## config.mk

```make
export PLATFORM = sky130hd
export DESIGN_NAME = qos_tag_csr
export DESIGN_NICKNAME = d
export VERILOG_FILES = /design/src/rtl/qos_tag_pkg.sv /design/src/rtl/qos_tag_access_gate.sv /design/src/rtl/qos_tag_legalizer.sv /design/src/rtl/qos_tag_store.sv /design/src/rtl/qos_tag_csr.sv
export SDC_FILE = /design/constraint.sdc
export NUM_CORES = 1
export LEC_CHECK = 0
export CORE_MARGIN = 2
export CORE_UTILIZATION = 40
export CTS_CLUSTER_DIAMETER = 200
export DETAILED_ROUTE_END_ITERATION = 10
export DONT_BUFFER_PORTS = 1
export SYNTH_ARGS = -nofsm -noshare
export SYNTH_HDL_FRONTEND = slang
export SYNTH_SLANG_ARGS = --single-unit
```

## constraint.sdc

```tcl
create_clock -name clk -period 1.36 [get_ports clk]
set_input_delay 0.068 -clock clk [delete_from_list [all_inputs] [get_ports clk]]
set_output_delay 0.068 -clock clk [all_outputs]
set_load 0.05 [all_outputs]
```

## src/rtl/qos_tag_pkg.sv

```systemverilog
package qos_tag_pkg;

  localparam int unsigned CSR_ADDR_W = 12;

  typedef enum logic [1:0] {
    MODE_USER  = 2'b00,
    MODE_SUPER = 2'b01,
    MODE_RSVD  = 2'b10,
    MODE_MACH  = 2'b11
  } mode_e;

  typedef enum logic [1:0] {
    ACC_NONE  = 2'b00,
    ACC_GRANT = 2'b01,
    ACC_ILL   = 2'b10,
    ACC_VILL  = 2'b11
  } acc_e;

endpackage

```

## src/rtl/qos_tag_access_gate.sv

```systemverilog
module qos_tag_access_gate
  import qos_tag_pkg::*;
#(
  parameter logic [CSR_ADDR_W-1:0] CSR_ADDR    = 12'h181,
  parameter bit                    HAS_FEATURE = 1'b1,
  parameter bit                    HAS_STATEEN = 1'b1
) (
  input  logic                  valid_i,
  input  logic [CSR_ADDR_W-1:0] addr_i,
  input  logic [1:0]            mode_i,
  input  logic                  virt_i,
  input  logic                  sten_i,
  output acc_e                  acc_o
);

  logic hit;
  logic feat_ok;
  logic mode_ok;
  logic sten_ok;
  logic ill_cond;

  assign hit     = valid_i && (addr_i == CSR_ADDR);
  assign mode_ok = (mode_i == MODE_SUPER) || (mode_i == MODE_MACH);

  generate
    if (HAS_FEATURE) begin : g_feat
      assign feat_ok = 1'b1;
    end else begin : g_nofeat
      assign feat_ok = 1'b0;
    end
  endgenerate

  generate
    if (HAS_STATEEN) begin : g_sten
      assign sten_ok = (mode_i == MODE_MACH) || sten_i;
    end else begin : g_nosten
      logic unused_sten;
      assign unused_sten = sten_i;
      assign sten_ok     = 1'b1;
    end
  endgenerate

  assign ill_cond = !feat_ok || !mode_ok || !sten_ok;

  always_comb begin
    acc_o = ACC_NONE;
    if (hit) begin
      if (ill_cond) begin
        acc_o = ACC_ILL;
      end else if (virt_i) begin
        acc_o = ACC_VILL;
      end else begin
        acc_o = ACC_GRANT;
      end
    end
  end

endmodule

```

## src/rtl/qos_tag_legalizer.sv

```systemverilog
module qos_tag_legalizer #(
  parameter int unsigned XLEN    = 64,
  parameter int unsigned CTL_W   = 12,
  parameter int unsigned MON_W   = 12,
  parameter int unsigned CTL_LSB = 0,
  parameter int unsigned MON_LSB = 16
) (
  input  logic [XLEN-1:0]  wdata_i,
  output logic [CTL_W-1:0] ctl_o,
  output logic [MON_W-1:0] mon_o,
  input  logic [CTL_W-1:0] ctl_q_i,
  input  logic [MON_W-1:0] mon_q_i,
  output logic [XLEN-1:0]  image_o
);

  localparam logic [XLEN-1:0] CTL_MASK = {{(XLEN-CTL_W){1'b0}}, {CTL_W{1'b1}}} << CTL_LSB;
  localparam logic [XLEN-1:0] MON_MASK = {{(XLEN-MON_W){1'b0}}, {MON_W{1'b1}}} << MON_LSB;
  localparam logic [XLEN-1:0] KEEP     = CTL_MASK | MON_MASK;

  logic unused_bits;

  assign ctl_o       = wdata_i[CTL_LSB +: CTL_W];
  assign mon_o       = wdata_i[MON_LSB +: MON_W];
  assign unused_bits = ^(wdata_i & ~KEEP);

  always_comb begin
    image_o                        = '0;
    image_o[CTL_LSB +: CTL_W]      = ctl_q_i;
    image_o[MON_LSB +: MON_W]      = mon_q_i;
  end

endmodule

```

## src/rtl/qos_tag_store.sv

```systemverilog
module qos_tag_store #(
  parameter int unsigned CTL_W = 12,
  parameter int unsigned MON_W = 12
) (
  input  logic             clk,
  input  logic             rst_n,
  input  logic             we_i,
  input  logic [CTL_W-1:0] ctl_d_i,
  input  logic [MON_W-1:0] mon_d_i,
  output logic [CTL_W-1:0] ctl_q_o,
  output logic [MON_W-1:0] mon_q_o
);

  logic [CTL_W-1:0] ctl_nxt;
  logic [MON_W-1:0] mon_nxt;

  always_comb begin
    ctl_nxt = ctl_q_o;
    mon_nxt = mon_q_o;
    if (we_i) begin
      ctl_nxt = ctl_d_i;
      mon_nxt = mon_d_i;
    end
  end

  always_ff @(posedge clk or negedge rst_n) begin
    if (!rst_n) begin
      ctl_q_o <= '0;
      mon_q_o <= '0;
    end else if (we_i) begin
      ctl_q_o <= ctl_nxt;
      mon_q_o <= mon_nxt;
    end
  end

endmodule

```

## src/rtl/qos_tag_csr.sv

```systemverilog
module qos_tag_csr
  import qos_tag_pkg::*;
#(
  parameter int unsigned           XLEN        = 64,
  parameter logic [CSR_ADDR_W-1:0] CSR_ADDR    = 12'h181,
  parameter int unsigned           CTL_W       = 12,
  parameter int unsigned           MON_W       = 12,
  parameter int unsigned           CTL_LSB     = 0,
  parameter int unsigned           MON_LSB     = 16,
  parameter bit                    HAS_FEATURE = 1'b1,
  parameter bit                    HAS_STATEEN = 1'b1
) (
  input  logic                  clk,
  input  logic                  rst_n,
  input  logic                  req_valid,
  input  logic [CSR_ADDR_W-1:0] req_addr,
  input  logic                  req_write,
  input  logic [XLEN-1:0]       req_wdata,
  input  logic [1:0]            req_priv,
  input  logic                  req_virt,
  input  logic                  req_sten,
  output logic [XLEN-1:0]       rsp_rdata,
  output logic                  rsp_ill,
  output logic                  rsp_virt_ill,
  output logic [CTL_W-1:0]      qos_ctl_id,
  output logic [MON_W-1:0]      qos_mon_id
);

  // reset: asserted asynchronously, released on a clock edge
  logic rst_meta_n;
  logic rst_q_n;

  always_ff @(posedge clk or negedge rst_n) begin
    if (!rst_n) begin
      rst_meta_n <= 1'b0;
      rst_q_n    <= 1'b0;
    end else begin
      rst_meta_n <= 1'b1;
      rst_q_n    <= rst_meta_n;
    end
  end

  acc_e             acc;
  logic             wr_en;
  logic [CTL_W-1:0] ctl_legal;
  logic [MON_W-1:0] mon_legal;
  logic [XLEN-1:0]  image;

  qos_tag_access_gate #(
    .CSR_ADDR    (CSR_ADDR),
    .HAS_FEATURE (HAS_FEATURE),
    .HAS_STATEEN (HAS_STATEEN)
  ) u_gate (
    .valid_i (req_valid),
    .addr_i  (req_addr),
    .mode_i  (req_priv),
    .virt_i  (req_virt),
    .sten_i  (req_sten),
    .acc_o   (acc)
  );

  qos_tag_legalizer #(
    .XLEN    (XLEN),
    .CTL_W   (CTL_W),
    .MON_W   (MON_W),
    .CTL_LSB (CTL_LSB),
    .MON_LSB (MON_LSB)
  ) u_legal (
    .wdata_i (req_wdata),
    .ctl_o   (ctl_legal),
    .mon_o   (mon_legal),
    .ctl_q_i (qos_ctl_id),
    .mon_q_i (qos_mon_id),
    .image_o (image)
  );

  assign wr_en = (acc == ACC_GRANT) && req_write && rst_q_n;

  qos_tag_store #(
    .CTL_W (CTL_W),
    .MON_W (MON_W)
  ) u_store (
    .clk     (clk),
    .rst_n   (rst_q_n),
    .we_i    (wr_en),
    .ctl_d_i (ctl_legal),
    .mon_d_i (mon_legal),
    .ctl_q_o (qos_ctl_id),
    .mon_q_o (qos_mon_id)
  );

  always_comb begin
    rsp_rdata    = '0;
    rsp_ill      = 1'b0;
    rsp_virt_ill = 1'b0;
    unique case (acc)
      ACC_GRANT: rsp_rdata    = image;
      ACC_ILL:   rsp_ill      = 1'b1;
      ACC_VILL:  rsp_virt_ill = 1'b1;
      default:   rsp_rdata    = '0;
    endcase
  end

endmodule

```

==> summary.txt <==
Run status
  • Status: complete, but fails checks
  • Failing checks: negative setup slack

Timing
  • Setup violators final: 25
  • Worst-margin pin slew: 0.5180 ns
  • Slew Viols, Final: 0
  • Fin. Hold Viols: 0
  • Final min period: 1.388 ns
  • Period utilization: 102.1%
  • Slew headroom: 65.10%
  • Unrepaired setup endpoints after global routing: true
  • Fmax: 0.7204 GHz
  • Final setup margin: -0.02818 ns
  • Clk_skew: 0.01015 ns

Clocking
  • H-tree Lvls: 1
  • Clock sink total: 26
  • Clock Latency Late Sink: 0.27 ns
  • TritonCTS clock tree: done
  • CTS buffer count: 3
  • Clock slew at reported path FFs: 0.09 ns
  • CTS root buf: clkbuf_8
  • CTS Buffer Depth: 2

Pwr
  • Sw Pwr: 0.5191 mW
  • Part of the power in registers: 44.4%
  • Clk pwr share: 36.1%
  • Power Total: 1.753 mW
  • Comb pwr share: 19.5%
  • Worst VDD drop: 0.4318 mV
  • Internal cell power: 1.234 mW
  • Static leakage: 1.154 nW
  • Sw Share: 29.61%
  • Pwr per Cell Area: 787.6 mW/mm²

Cells and area
  • Ant diodes: 0
  • FILL cells: 295
  • Non-Filler Instances: 243
  • Nets: 280
  • Syn-to-layout area delta: 39.42%
  • Share of cells above drive strength 1: 51.79%

Logic synthesis
  • Syn Area/Cell: 12.09 µm²
  • Commonest cells in the netlist: buf_4, dfrtp_1, and2_1, mux2_4, mux2_2
  • Most common cell in the netlist: buf_4
  • Post-synth EDFFs: 0
  • Post-synthesis sequential area ratio: 40.75%
  • Syn Inst Count: 132
  • Synthesis warning total: 0
  • Synth area leaders: dfrtp_1, buf_4, mux2_4
  • Netlist cell types: 19
  • Ys flop type: dfrtp_1
  • Synth Register Bits: 26
  • Mapped cell area: 0.001597 mm²
  • Post-synth ARST share: 100.0%
  • Synth top area share: 40.75%
  • Synth area leader: dfrtp_1

Setup path
  • CP startpoint: rst_q_n
  • Worst r2r src: rst_q_n
  • Crit path max fanout: 17
  • Worst endpoint required time: 1.51 ns
  • Worst Setup Start Kind: register
  • WS Path Type: register to register
  • Crit path capture type: register
  • Crit path DAT: 1.54 ns

Job
  • Max-Cap Viols: 0

Die
  • Die H: 67.18 µm
  • Starting Density: 42.65%
  • DIE AREA: 0.004512 mm²
  • Row count: 22
  • I/O pin cnt: 174
  • Core area: 0.003744 mm²
  • Die Span X: 67.18 µm

GRT
  • Grt ovf: 0
  • Vias in the first global route: 1084
  • Global-route wire length before repair: 5.430 mm
  • Largest net degree at the start of global routing: 25
  • Initial antenna violation count: 0
  • All-Layer GR Usage: 16.43%

Routing
  • Routed vias: 1074
  • DRT Pass-1 Iters: 4
  • DR iter-0 viols: 27
  • ANT nets after route: 0
  • Total wire length: 3.677 mm
  • Post-DR vias/cell: 4.420
  • # DRC: 0
  • Drt wl/cell: 15.13 µm

Place
  • Pre-CTS setup slack: -0.1954 ns
  • Routability cong.: 0.6833
  • DP HPWL: 2.564 mm
  • PortBufs: 0
  • # placed instances: 208

Worst hold path
  • Min-Delay Path Class: input port to asynchronous set/reset pin
metal layers:
metal | vias to the layer above | wire length (µm) | global-route usage (%)
li1 | 471 | - | -
met1 | 513 | 1335 | 18.66
met2 | 86 | 1960 | 31.81
met3 | 4 | 337 | 2.167
met4 | 0 | 43 | 4.592
met5 | - | 0 | 0
final timing paths:
check	to	cells after the start	slack (ns)
max	u_store.ctl_q_o[7]	4	-0.03
min	rst_q_n	1	0.02
max reg2reg	u_store.ctl_q_o[7]	4	-0.03
min reg2reg	u_store.mon_q_o[10]	1	0.35
max in group asynchronous	u_store.ctl_q_o[3]	1	0.77
min in group clk	u_store.mon_q_o[2]	3	0.20
logic make-up (layout without fill, tap and decap cells):
kind of cell / Yosys count / in the layout / synth area share, %
buffers and inverters: 45 / 69 / 20.92
and+or+nand+nor: 34 / 34 / 15.91
DFF: 26 / 26 / 40.75
muxes: 24 / 24 / 21.63
other: 2 / 41 / 0.4704
AOI/OAI and AO/OA: 1 / 1 / 0.3132
placed cells by master (no fill, tap or decap):
cell,instances
inv_1,1
buf_4,31
nor4_4,1
nand2_4,1
nor3b_2,1
nor3_2,1
dfrtp_1,25
mux2_4,21
bufinv_16,1
dfrtp_4,1
nor2_1,1
dlygate4sd3_1,25
and2b_2,1
o21ai_0,1
nor3_4,1
nand4_2,1
buf_8,1
buf_6,6
clkbuf_8,3
nor4b_4,1
and2_4,24
mux2_2,3
conb_1,41
buf_12,1
and4bb_2,1
power by group through the flow:
stage                     sequential (mW)  clock [mW]  combinational (mW)
after floorplan                     0.804           0               0.344
after global placement              0.794           0               0.276
after detailed placement            0.794           0               0.278
after CTS                           0.778       0.644               0.336
after global routing                0.779       0.678               0.360
final                               0.779       0.633               0.342
through the flow:
step	hold WS, ns	TNS [ns]	cell area [µm²]	util (%)
floorplan	-0.2276	-8.216	1788	-
global placement	-0.2274	-4.571	1783	47.63
detailed placement	-0.2274	-6.484	1783	47.63
CTS	-0.04707	-0.8447	2198	58.72
global route	0.01250	-2.785	2226	59.46
finish	0.01843	-0.3628	2226	59.46
worst max-delay path: stages (launching register included):
cell and delay, ns:
dfrtp_4 0.44, nand2_4 0.05, nor4_4 0.20, buf_12 0.22, mux2_2 0.35
flip-flops by register name (all words and copies together), names as in the netlist:
name / flops
rst_meta_n: 1
rst_q_n: 1
u_store.ctl_q_o: 12
u_store.mon_q_o: 12
what timing repair did:
item | 4_1_cts | 5_1_grt
pin swaps | 3 | 3
resized for setup | 33 | 4
setup buffers | 4 | 0
endpoints found under the setup margin | 38 | 48
cloned | 2 | 0
endpoints found under the hold margin | 26 | 1
hold buffers | 24 | 1
area by class of cell:
class / instances / area [µm²] / area share [%]
inverter: 1 / 3.754 / 0.1686
multi-input combinational: 100 / 850.8 / 38.22
tap: 48 / 60.06 / 2.698
clock buffer: 3 / 41.29 / 1.855
sequential: 26 / 654.4 / 29.40
timing repair buffer: 64 / 585.6 / 26.31
clock inverter: 1 / 30.03 / 1.349
Note: power is estimated with default switching activity, not from simulation.
